## config.mk

```make
export PLATFORM = sky130hd
export DESIGN_NAME = irq_status_gate
export DESIGN_NICKNAME = d
export VERILOG_FILES = /design/src/rtl/isg_pkg.sv /design/src/rtl/isg_mask_reg.sv /design/src/rtl/isg_sticky_bank.sv /design/src/rtl/isg_decode.sv /design/src/rtl/isg_line_gate.sv /design/src/rtl/irq_status_gate.sv
export SDC_FILE = /design/constraint.sdc
export NUM_CORES = 1
export LEC_CHECK = 0
export ABC_CLOCK_PERIOD_IN_PS = 2390
export BUFFER_PORTS_ARGS = -buffer_cell sky130_fd_sc_hd__buf_4
export CAP_MARGIN = 20
export CORE_ASPECT_RATIO = 0.5
export CORE_MARGIN = 2
export CORE_UTILIZATION = 36
export DETAILED_ROUTE_END_ITERATION = 10
export MAX_ROUTING_LAYER = met4
export PLACE_DENSITY = 0.86
export RECOVER_POWER = 100
export SLEW_MARGIN = 20
export SYNTH_ARGS = -nofsm -noshare
export SYNTH_HDL_FRONTEND = slang
export SYNTH_SLANG_ARGS = --single-unit
```

## constraint.sdc

```tcl
create_clock -name clk -period 2.39 [get_ports clk]
set_input_delay 0.717 -clock clk [delete_from_list [all_inputs] [get_ports clk]]
set_output_delay 0.717 -clock clk [all_outputs]
set_load 0.01 [all_outputs]
```

## src/rtl/isg_pkg.sv

```systemverilog
// Shared constants for the sticky interrupt status gate: bit positions,
// register offsets and the mask of implemented status bits.
package isg_pkg;
    localparam int ISG_DW = 32;
    localparam int ISG_AW = 8;

    localparam int B_TX_EMPTY  = 0;
    localparam int B_TX_FULL   = 1;
    localparam int B_TX_THR    = 2;
    localparam int B_RX_EMPTY  = 3;
    localparam int B_RX_FULL   = 4;
    localparam int B_RX_THR    = 5;
    localparam int B_DESC_DONE = 9;
    localparam int B_PKT_DONE  = 10;
    localparam int B_DMA_ERR   = 11;

    localparam logic [ISG_AW-1:0] OFS_ENABLE = 8'h1C;
    localparam logic [ISG_AW-1:0] OFS_STATUS = 8'h20;
    localparam logic [ISG_AW-1:0] OFS_SIGNAL = 8'h58;

    localparam logic [ISG_DW-1:0] ISG_VALID =
        (ISG_DW'(1) << B_TX_EMPTY) | (ISG_DW'(1) << B_TX_FULL) |
        (ISG_DW'(1) << B_TX_THR)   | (ISG_DW'(1) << B_RX_EMPTY) |
        (ISG_DW'(1) << B_RX_FULL)  | (ISG_DW'(1) << B_RX_THR) |
        (ISG_DW'(1) << B_DESC_DONE) | (ISG_DW'(1) << B_PKT_DONE) |
        (ISG_DW'(1) << B_DMA_ERR);

    localparam logic [ISG_DW-1:0] ISG_SRST_EVT =
        (ISG_DW'(1) << B_TX_EMPTY) | (ISG_DW'(1) << B_RX_EMPTY);
endpackage

```

## src/rtl/isg_mask_reg.sv

```systemverilog
// Writable mask register (used for both enable and signal-enable).
// Assumes wr_stb is already decoded for this register's offset.
// Bits outside VALID_MASK are not stored and read as 0.
module isg_mask_reg #(
    parameter int DATA_W = 32,
    parameter logic [DATA_W-1:0] VALID_MASK = '1
) (
    input  logic              clk,
    input  logic              rst_n,
    input  logic              wr_stb,
    input  logic [DATA_W-1:0] wr_data,
    output logic [DATA_W-1:0] q
);
    for (genvar i = 0; i < DATA_W; i++) begin : g_bit
        if (VALID_MASK[i]) begin : g_flop
            // Holds one mask bit; reloaded on a decoded write.
            always_ff @(posedge clk) begin
                if (!rst_n)      q[i] <= 1'b0;
                else if (wr_stb) q[i] <= wr_data[i];
            end
        end else begin : g_tie
            assign q[i] = 1'b0;
        end
    end
endmodule

```

## src/rtl/isg_sticky_bank.sv

```systemverilog
// Sticky status bits with write-one-to-clear. A set request in the same
// cycle as a clear wins. Assumes set_req is already qualified by enable.
module isg_sticky_bank #(
    parameter int DATA_W = 32,
    parameter logic [DATA_W-1:0] VALID_MASK = '1
) (
    input  logic              clk,
    input  logic              rst_n,
    input  logic [DATA_W-1:0] set_req,
    input  logic [DATA_W-1:0] clr_req,
    output logic [DATA_W-1:0] status
);
    for (genvar i = 0; i < DATA_W; i++) begin : g_bit
        if (VALID_MASK[i]) begin : g_flop
            // One sticky bit: set has priority, clear only on written 1.
            always_ff @(posedge clk) begin
                if (!rst_n)          status[i] <= 1'b0;
                else if (set_req[i]) status[i] <= 1'b1;
                else if (clr_req[i]) status[i] <= 1'b0;
            end
        end else begin : g_tie
            assign status[i] = 1'b0;
        end
    end
endmodule

```

## src/rtl/isg_decode.sv

```systemverilog
// Register-port decode: write strobes per register, clear vector for the
// status register, and the combinational read multiplexer.
// Unmapped offsets read 0 and produce no strobe.
module isg_decode #(
    parameter int ADDR_W = 8,
    parameter int DATA_W = 32,
    parameter logic [ADDR_W-1:0] A_ENABLE = '0,
    parameter logic [ADDR_W-1:0] A_STATUS = '0,
    parameter logic [ADDR_W-1:0] A_SIGNAL = '0
) (
    input  logic              wr_en,
    input  logic [ADDR_W-1:0] wr_addr,
    input  logic [DATA_W-1:0] wr_data,
    input  logic [ADDR_W-1:0] rd_addr,
    input  logic [DATA_W-1:0] en_q,
    input  logic [DATA_W-1:0] st_q,
    input  logic [DATA_W-1:0] sg_q,
    output logic              en_stb,
    output logic              sg_stb,
    output logic [DATA_W-1:0] st_clr,
    output logic [DATA_W-1:0] rd_data
);
    // Decodes the write offset into per-register strobes.
    always_comb begin
        en_stb = wr_en && (wr_addr == A_ENABLE);
        sg_stb = wr_en && (wr_addr == A_SIGNAL);
        st_clr = (wr_en && (wr_addr == A_STATUS)) ? wr_data : '0;
    end

    // Selects the register addressed by rd_addr; unmapped reads give 0.
    always_comb begin
        unique case (rd_addr)
            A_ENABLE: rd_data = en_q;
            A_STATUS: rd_data = st_q;
            A_SIGNAL: rd_data = sg_q;
            default:  rd_data = '0;
        endcase
    end
endmodule

```

## src/rtl/isg_line_gate.sv

```systemverilog
// Two-stage gate in front of the interrupt line: a status bit drives the
// line only when both its enable and signal-enable bits are 1.
module isg_line_gate #(
    parameter int DATA_W = 32
) (
    input  logic [DATA_W-1:0] status,
    input  logic [DATA_W-1:0] enable,
    input  logic [DATA_W-1:0] sig_en,
    output logic              irq
);
    // Reduces the doubly gated status vector to the line.
    always_comb irq = |(status & enable & sig_en);
endmodule

```

## src/rtl/irq_status_gate.sv

```systemverilog
// Top of the sticky interrupt status gate. Qualifies event pulses (and the
// soft-reset events) with the enable mask, keeps them sticky, and gates the
// interrupt line through the signal-enable mask. Assumes event pulses and
// register writes are synchronous to clk.
module irq_status_gate
    import isg_pkg::*;
#(
    parameter int DATA_W = ISG_DW,
    parameter int ADDR_W = ISG_AW,
    parameter logic [DATA_W-1:0] VALID_MASK = ISG_VALID,
    parameter logic [DATA_W-1:0] SRST_EVENTS = ISG_SRST_EVT
) (
    input  logic              clk,
    input  logic              rst_n,
    input  logic [DATA_W-1:0] evt_pulse,
    input  logic              soft_rst,
    input  logic              wr_en,
    input  logic [ADDR_W-1:0] wr_addr,
    input  logic [DATA_W-1:0] wr_data,
    input  logic [ADDR_W-1:0] rd_addr,
    output logic [DATA_W-1:0] rd_data,
    output logic              irq
);
    logic [DATA_W-1:0] en_q, sg_q, st_q, st_clr, set_req;
    logic              en_stb, sg_stb;

    isg_decode #(
        .ADDR_W(ADDR_W), .DATA_W(DATA_W),
        .A_ENABLE(OFS_ENABLE), .A_STATUS(OFS_STATUS), .A_SIGNAL(OFS_SIGNAL)
    ) u_dec (
        .wr_en(wr_en), .wr_addr(wr_addr), .wr_data(wr_data),
        .rd_addr(rd_addr), .en_q(en_q), .st_q(st_q), .sg_q(sg_q),
        .en_stb(en_stb), .sg_stb(sg_stb), .st_clr(st_clr), .rd_data(rd_data)
    );

    isg_mask_reg #(.DATA_W(DATA_W), .VALID_MASK(VALID_MASK)) u_enable (
        .clk(clk), .rst_n(rst_n), .wr_stb(en_stb), .wr_data(wr_data), .q(en_q)
    );

    isg_mask_reg #(.DATA_W(DATA_W), .VALID_MASK(VALID_MASK)) u_sigen (
        .clk(clk), .rst_n(rst_n), .wr_stb(sg_stb), .wr_data(wr_data), .q(sg_q)
    );

    // Merges soft-reset events with event pulses and applies the enable mask.
    always_comb set_req = (evt_pulse | (soft_rst ? SRST_EVENTS : '0)) & en_q;

    isg_sticky_bank #(.DATA_W(DATA_W), .VALID_MASK(VALID_MASK)) u_status (
        .clk(clk), .rst_n(rst_n), .set_req(set_req), .clr_req(st_clr),
        .status(st_q)
    );

    isg_line_gate #(.DATA_W(DATA_W)) u_gate (
        .status(st_q), .enable(en_q), .sig_en(sg_q), .irq(irq)
    );
endmodule

```

After elaboration in Yosys (flattened, before gate mapping)
Cells that the tools add are included.
{ "totals": {"input_bits": 84, "register_bits": 27, "output_inout_bits": 33} }
{ "op_classes": {"n_reduce_logical": 13, "bitwise": 4, "eq_ne": 6, "mux": 21} }
{ "op_table": {"columns": ["op", "n"], "rows": [
  ["$pmux 12 s3", 1],
  ["$and 32x12->32", 1],
  ["$reduce_or 32->1", 1],
  ["$and 12x12->12", 2],
  ["$mux 1", 18],
  ["$reduce_bool 2->1", 9],
  ["$eq 8x5->1 const B", 2],
  ["$eq 8x6->1 const B", 2],
  ["$eq 8x7->1 const B", 2],
  ["$mux 12", 1],
  ["$or 12x4->12", 1],
  ["$mux 4", 1],
  ["$logic_and 1x1->1", 3]
]} }

Logic depth before layout (Yosys ltp)
Gate-level depths: netlist of the first run.
{ "logic_depth": {"ltp_word": 5, "mapped_depth": 4, "ltp_nobuf": 3} }

Modules after synthesis
From an unflattened synthesis of the first run, not the netlist that was laid out.
{ "hier_totals": {"hier_cells": 385, "hier_area_um2": 3061.7} }
{ "modules_own_cells": {"columns": ["mod", "n_inst", "cells_each", "area_per_inst_um2"], "rows": [
  ["isg_decode", 1, 159, 1031.0],
  ["isg_mask_reg", 2, 52, 514.2],
  ["isg_sticky_bank", 1, 52, 559.3],
  ["isg_line_gate", 1, 38, 240.2],
  ["irq_status_gate", 1, 32, 202.7]
]} }

Worst setup path after synthesis of the first run
OpenSTA, ideal clock, no wires.
{ "synth_timing": {"kind": "in2out", "start": "input port rd_addr[7]", "end": "output port rd_data[9]", "setup_slack_ns": -0.110, "n_path_buf": 1, "arrival_ns": 1.783, "path_stages": 4, "cell_sequence": "or4b_1 > buf_6 > nor2_4 > a221o_1"} }
{ "synth_between": {"elab_chain_len": 2, "elab_cells_between_ends": 4} }
{ "synth_rtl": {"columns": ["element", "line_no", "source"], "rows": [
  ["from (decl)", "irq_status_gate.sv:20", "input logic [ADDR_W-1:0] rd_addr,"],
  ["$eq 8x7->1 (tied with other cells)", "isg_decode.sv:32", "unique case (rd_addr)"],
  ["$pmux 12 s3 *", "isg_decode.sv:32", null],
  ["to (decl)", "irq_status_gate.sv:21", "output logic [DATA_W-1:0] rd_data,"]
]} }
Every way passes the cells marked *; elsewhere a longest branch is shown, timed or not.

Final worst setup path of the first run
{ "layout_timing": {"start": "input port rd_addr[0]", "end": "output port rd_data[2]"} }
Same word-level chain as after synthesis.

==> metrics.cfg, run 1 <==
[pwr]
powerDensity_mw_per_mm2 = 393
comb_power_share_pct = 13.3
power_leakage_uw = 0.000792
switching_share_pct = 24.2
ir_worst_vdd_uv = 177
netSwitchingPower_uw = 199
p_clk_share_pct = 31.8
p_int_uw = 622
seqPwrFrac_pct = 54.9

[place]
portBuffers = 47
globalplace.congestion = 0.842
dp_hpwl_um = 2880

[logic_synthesis]
synthXorXnorAreaFrac_pct = 0
ys_seq_area_share_pct = 33.8
syn_inst = 189
synth_top_family_by_area = simple AND/OR/NAND/NOR gates
ys_warn_count = 0
synth_compound_area_share_pct = 14.6
syn_area_mm2 = 0.00160
ys_types = 34
synth.avg_cell_area_um2 = 8.45
synth_simple_gate_area_share_pct = 23.8
muxShareOfSynthArea_pct = 11.3
synth_seq_cells = 27
synth.top_cell.area_share_pct = 33.8
yosysTopAreaCell = dfxtp_1
synthTopCellsByArea = dfxtp_1, mux2i_1, buf_4
synth_adder_area_share_pct = 0

[cts]
hold_buffers = 0
cts_buffers = 3
path_clk_slew_ns = 0.09
cts_setup_buffers = 0
h-tree-depth = 1
insertion_delay_ns = 0.27
cts.path.max_buffers = 2
cts.sinks = 27
tritoncts = built
ctsRootBufferMaster = clkbuf_8

[global_routing]
antenna_found_initial = 0
grt_max_degree = 29
grt_overflow_total = 0
grt_pass1_vias = 1493
grtUsageTotal_pct = 16.7
grt_pass1_wl_um = 6650

[floorplan]
dieArea_mm2 = 0.00502
num_rows = 17
dieHeight_um = 51.1
pin_count = 117
coreArea_mm2 = 0.00434
die_x_um = 98.2
start_util_pct = 36.8

[drt]
detail_route.wirelength_um = 4110
vias = 1559
wl_per_cell_um = 14.0
drcViolationCount = 0
viasPerCell = 5.30
first_pass_iters = 4
drtIter0Drc = 149
antenna_left = 0

[final_layout]
final_cell_mix = buf_4, nand2_1, dfxtp_1
area_growth_pct = 30.7
antenna_cells = 0
fin_nets = 322
final_common_cell = buf_4
fill_cells = 379
drive_above_1_share_pct = 31.2

[timing]
finClkSkew_ns = 0.000726
slew_headroom_pct = 49.3
fin_setup_tns_ns = -2.62
period_share_pct = 113
fin_crit_ns = 2.69
max_freq_mhz = 372
slew_violations = 0
rsz0062_at_grt = yes
tightest_slew_ns = 0.761
setup_viol = 9
setup_ws_ns = -0.299
final_hold_viol_count = 0
holdWs_ns = 0.484

[setup_path]
critical_path.endpoint_type = output port
start_kind = input pin
crit_required_ns = 1.67
cp_data_arrival_time_ns = 1.97
crit_family = simple AND/OR/NAND/NOR gates
crit_path_frequent_cell = buf_6
worstPathMaxFanout = 9
crit_path_max_incr_delay_ns = 0.57
path_cells = buf_6 -> or4b_4 -> buf_12 -> nor3_4 -> a221o_2 -> buf_6
critPathKind = in -> out
cp_slowest_cell = or4b_4
crit_buf_inv = 3

[outcome]
status = finished, violations left
violations = negative setup slack

[run]
maxCapViolations = 0

[min_path]
hold_class = reg -> reg

==> final timing paths <==
check / from / depth (start not counted) / endpoint / slack (ns)
worst max register to register: u_enable.q[3] / 3 / u_status.status[3] / 1.43
worst min register to register: u_sigen.q[4] / 2 / u_sigen.q[4] / 0.48
worst min-delay path: u_sigen.q[4] / 2 / u_sigen.q[4] / 0.48
worst max-delay path: rd_addr[0] / 6 / rd_data[2] / -0.30
==> worst register-to-register path: stages, from the launching register on <==
cell	delay (ns)
dfxtp_1	0.39
o21ai_0	0.17
a21o_1	0.22
a31oi_1	0.12
==> power by group through the flow <==
stage	clock network, uW	logic (uW)	registers [uW]
floorplan	0	69.5	461
global placement	0	102	461
detailed placement	0	105	461
CTS	263	109	450
global route	277	118	451
finish	261	109	450
==> state kept, by name, summed over array words and instances (netlist names) <==
name             count
u_enable.q           9
u_sigen.q            9
u_status.status      9
==> timing repair <==
item                                    4_1_cts  5_1_grt
endpoints found under the setup margin        9        9
pin swaps                                     1        2
gates resized for setup                      14        4
endpoints found under the hold margin         0        0
==> synthesized netlist by cell type, drive strengths merged <==
cell	instances
nor4bb	1
nand4	1
nor3	10
nand3	10
clkbuf	3
inv	11
nand2	35
a31oi	2
and3	2
or4bb	1
clkinv	1
conb	1
or4b	2
mux2i	18
a311oi	7
nand4bb	1
nor3b	1
a21oi	7
o21ai	2
nor2	2
buf	28
dfxtp	27
nor4b	2
a221o	9
a21o	2
and4	1
or3	2
==> cells by family (layout without fill, tap and decap cells) <==
| logic type | after synthesis | count (layout) |
|---|---|---|
| simple gates | 71 | 71 |
| buf+inv | 43 | 69 |
| compound gates | 29 | 29 |
| flops | 27 | 27 |
| mux | 18 | 18 |
| other cells | 1 | 23 |
==> through the flow <==
stage                     area [um2]  power (uW)  setup WS [ns]  cells  util, %
final                           2090         821         -0.299    294     48.1
after global routing            2090         846         -0.335    294     48.1
after CTS                       2090         822         -0.302    294     48.2
after detailed placement        1980         566         -0.357    290     45.6
after global placement          1980         563         -0.311    290     45.6
after floorplan                 1690         530        -0.0744    211        -
==> cell type report <==
cell class                      count  area (um2)  area share [%]
Multi-Input combinational cell    141         940            45.0
Tap cell                           57        71.3            3.42
Inverter                           12        45.0            2.16
Timing Repair Buffer               53         447            21.4
Sequential cell                    27         541            25.9
Clock buffer                        4        45.0            2.16
==> layer usage <==
metal  global-route usage (%)  share of wire, %  up-vias
met5                        -                 0        -
met1                     18.8                39      739
met4                     6.39               1.6        0
met3                     1.23               7.3       10
met2                     31.7                52       88
li1                         -                 -      722
No activity file was read; power rests on OpenSTA's default activity.
==> run 2: changes to the inputs <==
Settings changed: CORE_UTILIZATION 36 to 46, PLACE_DENSITY 0.86 to 0.9, SYNTH_HIERARCHICAL set to 1.
==> metrics.cfg, run 2 <==
[outcome]
status = finished, violations left
violations = negative setup slack

[setup_path]
crit_buf_inv = 3  ; unchanged
crit_path_frequent_cell = buf_4
critical_path.endpoint_type = output port
start_kind = input pin
worstPathMaxFanout = 20  ; +11
cp_data_arrival_time_ns = 2.21  ; +0.24 ns
crit_required_ns = 1.67  ; about the same
critPathKind = in -> out
r2r_slack_ns = 1.55  ; +0.12 ns
crit_family = simple AND/OR/NAND/NOR gates
path_cells = buf_6 -> or4_4 -> buf_4 -> nor3_1 -> a221o_1 -> buf_4
crit_path_max_incr_delay_ns = 0.54  ; -0.03 ns
cp_slowest_cell = or4_4

[global_routing]
grt_use_met1_pct = 24.7  ; +5.9 points
grt_max_degree = 28  ; -3.4%
met3_usage_pct = 3.40  ; +2.2 points
antenna_found_initial = 0  ; unchanged
grt_overflow_total = 0  ; unchanged
grt_use_met2_pct = 34.0  ; +2.2 points
grt_pass1_vias = 2202  ; +47%
grt_pass1_wl_um = 10300  ; +54%
grtUsageTotal_pct = 19.9  ; +3.2 points
grt-busiest-layer = met2

[cts]
cts.sinks = 27  ; unchanged
ctsRootBufferMaster = clkbuf_16
path_clk_slew_ns = 0.06  ; -0.03 ns
insertion_delay_ns = 0.26  ; about the same
cts.path.max_buffers = 2  ; unchanged
cts_buffers = 3  ; unchanged
tritoncts = built
h-tree-depth = 1  ; unchanged

[drt]
drcViolationCount = 0  ; unchanged
viasPerCell = 5.13  ; -3.3%
vias = 2358  ; +51%
wl_per_cell_um = 15.0  ; +6.9%
detail_route.wirelength_um = 6880  ; +67%
first_pass_iters = 4  ; unchanged
drtIter0Drc = 141  ; -5.4%
antenna_left = 0  ; unchanged

[logic_synthesis]
ys_warn_count = 6  ; +6
synth.avg_cell_area_um2 = 8.20  ; -3.1%
syn_inst = 338  ; +79%
syn_area_mm2 = 0.00277  ; +73%

[place]
portBuffers = 47  ; unchanged
dp_hpwl_um = 4410  ; +53%
dp.cells = 450  ; +55%
globalplace.congestion = 0.802  ; -4.8%
pre_cts_ws_ns = -0.445  ; -0.0880 ns

[final_layout]
final_cell_mix = conb_1, buf_4, inv_1, a221o_1, nor3_1
regArea_um2 = 551  ; +1.9%
fill_cells = 481  ; +27%
antenna_cells = 0  ; unchanged
fin_nets = 472  ; +47%
final_common_cell = conb_1
drive_above_1_share_pct = 27.1  ; -4.1 points
stdcell_count = 460  ; +56%
multi_input_area_mm2 = 0.00179  ; +91%
top_regs = u_enable/q: 9 flops, u_sigen/q: 9 flops, u_status/status: 9 flops
area_growth_pct = 13.9

[floorplan]
num_rows = 19  ; +2
dieArea_mm2 = 0.00670  ; +33%
die_x_um = 114  ; +16%
pin_count = 117  ; unchanged
dieHeight_um = 58.9  ; +15%
coreArea_mm2 = 0.00563  ; +30%
start_util_pct = 49.2  ; +12 points

[timing]
period_share_pct = 123  ; +10 points
final_hold_viol_count = 0  ; unchanged
holdWs_ns = 0.541  ; +0.0570 ns
slew_violations = 0  ; unchanged
fin_setup_tns_ns = -4.00  ; -1.38 ns
fin_crit_ns = 2.93  ; +0.242 ns
finClkSkew_ns = 0.000830  ; +0.000104 ns
max_freq_mhz = 341  ; -8.3%
setup_viol = 15  ; +6
rsz0062_at_grt = yes
setup_ws_ns = -0.541  ; -0.242 ns

[min_path]
hold_class = reg -> reg

[pwr]
powerDensity_mw_per_mm2 = 316  ; -20%
ir_worst_vdd_uv = 450  ; +150%
power_leakage_uw = 0.00124  ; +57%

[run]
maxCapViolations = 0  ; unchanged

## run 2: per-layer routing
| layer | vias to the layer above | share of wire (%) |
|---|---|---|
| met5 | - | 0 |
| met4 | 0 | 1.4 |
| met3 | 13 | 6.3 |
| met2 | 87 | 49 |
| met1 | 1094 | 44 |
| li1 | 1164 | - |
## run 2: worst reg2reg max path: cells and delay by family, from the launching register on
| family | cells | cell delay (ns) |
|---|---|---|
| AND/OR/NAND/NOR | 1 | 0.17 |
| flip-flops | 1 | 0.36 |
| AO/OA/AOI/OAI | 1 | 0.20 |
## run 2: layout make-up
cell class,instances,area share [%]
clock buffer,4,2.50
multi-input combinational,257,56.8
sequential,27,17.4
tap,73,2.89
inverter,32,3.81
timing repair buffer,67,16.5
## run 2: final timing paths
| check | endpoint | cells past startpoint | startpoint |
|---|---|---|---|
| worst min-delay path | u_enable/q[4] | 2 | u_enable/q[4] |
| worst min register to register | u_enable/q[4] | 2 | u_enable/q[4] |
| worst max-delay path | rd_data[5] | 6 | rd_addr[1] |
| worst max register to register | u_status/status[5] | 2 | u_enable/q[5] |
## run 2: timing repair
item,in CTS,in global routing
gates cloned,0,2
hold buffers,0,0
pin swaps,5,8
setup endpoints to repair,10,18
buffers inserted,2,2
gates resized for setup,10,26
## run 2: report_power, final
group	total (uW)	switching, uW	leakage, uW	internal, uW
registers	451	0.507	0.000222	450
logic	163	83.8	0.000981	78.7
clock network	383	155	0.0000382	229
## run 2: per-stage QoR
step                      area [um2]  util (%)  total power, uW
final                           3160      56.0              996
after global routing            3160      56.0             1040
after CTS                       3050      54.2              976
after detailed placement        2920      51.8              605
after global placement          2920      51.8              604
after floorplan                 3020         -              620
==> run 3: changes to the inputs <==
Settings changed: PLACE_DENSITY 0.9 to 0.79.
==> metrics.cfg, run 3 (same netlist as run 2, synthesis figures left out) <==
[outcome]
violations = negative setup slack
status = finished, violations left

[global_routing]
antenna_found_initial = 0  ; unchanged
grt_overflow_total = 0  ; unchanged
grt_pass1_wl_um = 9590  ; -6.5%
grtUsageTotal_pct = 18.6  ; -1.3 points
grt_max_degree = 28  ; unchanged
grt_pass1_vias = 2012  ; -8.6%

[run]
maxCapViolations = 0  ; unchanged

[final_layout]
final_cell_mix = conb_1, buf_4, inv_1, nor3_1, a221o_1
top_regs = u_enable/q: 9 flops, u_sigen/q: 9 flops, u_status/status: 9 flops
final_common_cell = conb_1
drive_above_1_share_pct = 25.5  ; -1.6 points
fin_nets = 473  ; +0.21%
antenna_cells = 0  ; unchanged
area_growth_pct = 13.2
fill_cells = 547  ; +14%

[setup_path]
crit_buf_inv = 3  ; unchanged
start_kind = input pin
crit_required_ns = 1.67  ; about the same
crit_family = simple AND/OR/NAND/NOR gates
critPathKind = in -> out
path_cells = buf_6 -> or4_4 -> nor4_4 -> buf_12 -> a221o_1 -> buf_6
crit_path_frequent_cell = buf_6
crit_path_max_incr_delay_ns = 0.55  ; about the same
cp_slowest_cell = or4_4
critical_path.endpoint_type = output port
worstPathMaxFanout = 11  ; -45%
cp_data_arrival_time_ns = 2.10  ; -0.11 ns

[cts]
h-tree-depth = 1  ; unchanged
cts.path.max_buffers = 2  ; unchanged
ctsRootBufferMaster = clkbuf_16
path_clk_slew_ns = 0.07  ; about the same
cts_buffers = 3  ; unchanged
cts.sinks = 27  ; unchanged
tritoncts = built
insertion_delay_ns = 0.26  ; about the same

[floorplan]
start_util_pct = 49.2  ; unchanged
coreArea_mm2 = 0.00563  ; unchanged
num_rows = 19  ; unchanged
die_x_um = 114  ; unchanged
dieArea_mm2 = 0.00670  ; unchanged
dieHeight_um = 58.9  ; unchanged
pin_count = 117  ; unchanged

[drt]
vias = 2246  ; -4.7%
detail_route.wirelength_um = 5990  ; -13%
first_pass_iters = 4  ; unchanged
viasPerCell = 4.87  ; -5.0%
drtIter0Drc = 96  ; -32%
wl_per_cell_um = 13.0  ; -13%
drcViolationCount = 0  ; unchanged
antenna_left = 0  ; unchanged

[timing]
holdWs_ns = 0.538  ; -0.00315 ns
period_share_pct = 118  ; -4.8 points
setup_ws_ns = -0.427  ; +0.115 ns
final_hold_viol_count = 0  ; unchanged
fin_crit_ns = 2.82  ; -0.115 ns
slew_violations = 0  ; unchanged
fin_setup_tns_ns = -3.74  ; +0.258 ns
finClkSkew_ns = 0.00467  ; +0.00384 ns
max_freq_mhz = 355  ; +4.1%
rsz0062_at_grt = yes
setup_viol = 10  ; -5

[pwr]
ir_worst_vdd_uv = 268  ; -40%
power_leakage_uw = 0.00123  ; -0.56%
powerDensity_mw_per_mm2 = 318  ; +0.71%

[place]
globalplace.congestion = 0.795  ; -0.81%
dp_hpwl_um = 4370  ; -0.90%
portBuffers = 47  ; unchanged

[min_path]
hold_class = reg -> reg

[run 3: layout make-up]
class | count | area [um2] | share of cell area, %
Sequential cell | 27 | 549 | 17.5
Multi-Input combinational cell | 257 | 1760 | 56.1
Clock buffer | 3 | 75.1 | 2.39
Clock inverter | 1 | 7.51 | 0.239
Timing Repair Buffer | 68 | 533 | 17.0
Inverter | 32 | 120 | 3.83
Tap cell | 73 | 91.3 | 2.91
[run 3: worst register-to-register path, stage by stage (launching register included)]
cell	delay (ns)
dfxtp_1	0.35
and2_1	0.15
o21a_1	0.18
[run 3: final timing paths]
path                                    start                  to  slack [ns]  cells past startpoint
worst min-delay path             u_sigen/q[1]        u_sigen/q[1]        0.54                      2
worst min register to register   u_sigen/q[1]        u_sigen/q[1]        0.54                      2
worst max register to register  u_enable/q[5]  u_status/status[5]        1.60                      2
worst max-delay path               rd_addr[1]          rd_data[3]       -0.43                      6
[run 3: repair_timing]
action	CTS	global route
resized for setup	4	16
endpoints found under the setup margin	10	10
endpoints found under the hold margin	0	0
setup buffers	1	2
pin swaps	1	5
hold buffers	0	0
[run 3: metal layers]
layer  up-vias  GRT usage, %  part of all wire [%]
li1       1178             -                     -
met3         2          2.06                   3.4
met1      1022          24.9                    50
met5         -             -                     0
met4         0          3.66                  0.13
met2        44          31.0                    47
[run 3: through the flow]
step	power (uW)	utilization [%]	cell area, um2	setup WS [ns]	std cells
3_3_place_gp	608	53.0	2990	-0.453	454
3_5_place_dp	608	53.0	2990	-0.443	454
4_1_cts	1000	55.0	3100	-0.441	459
2_1_floorplan	620	-	3020	-0.403	404
5_1_grt	1040	55.7	3140	-0.466	461
6_report	998	55.7	3140	-0.427	461
[run 3: power breakdown]
part	total [uW]	switching [uW]	internal (uW)
sequential	450	0.477	450
combinational	160	81.2	78.6
clock	387	160	228
total	998	241	756
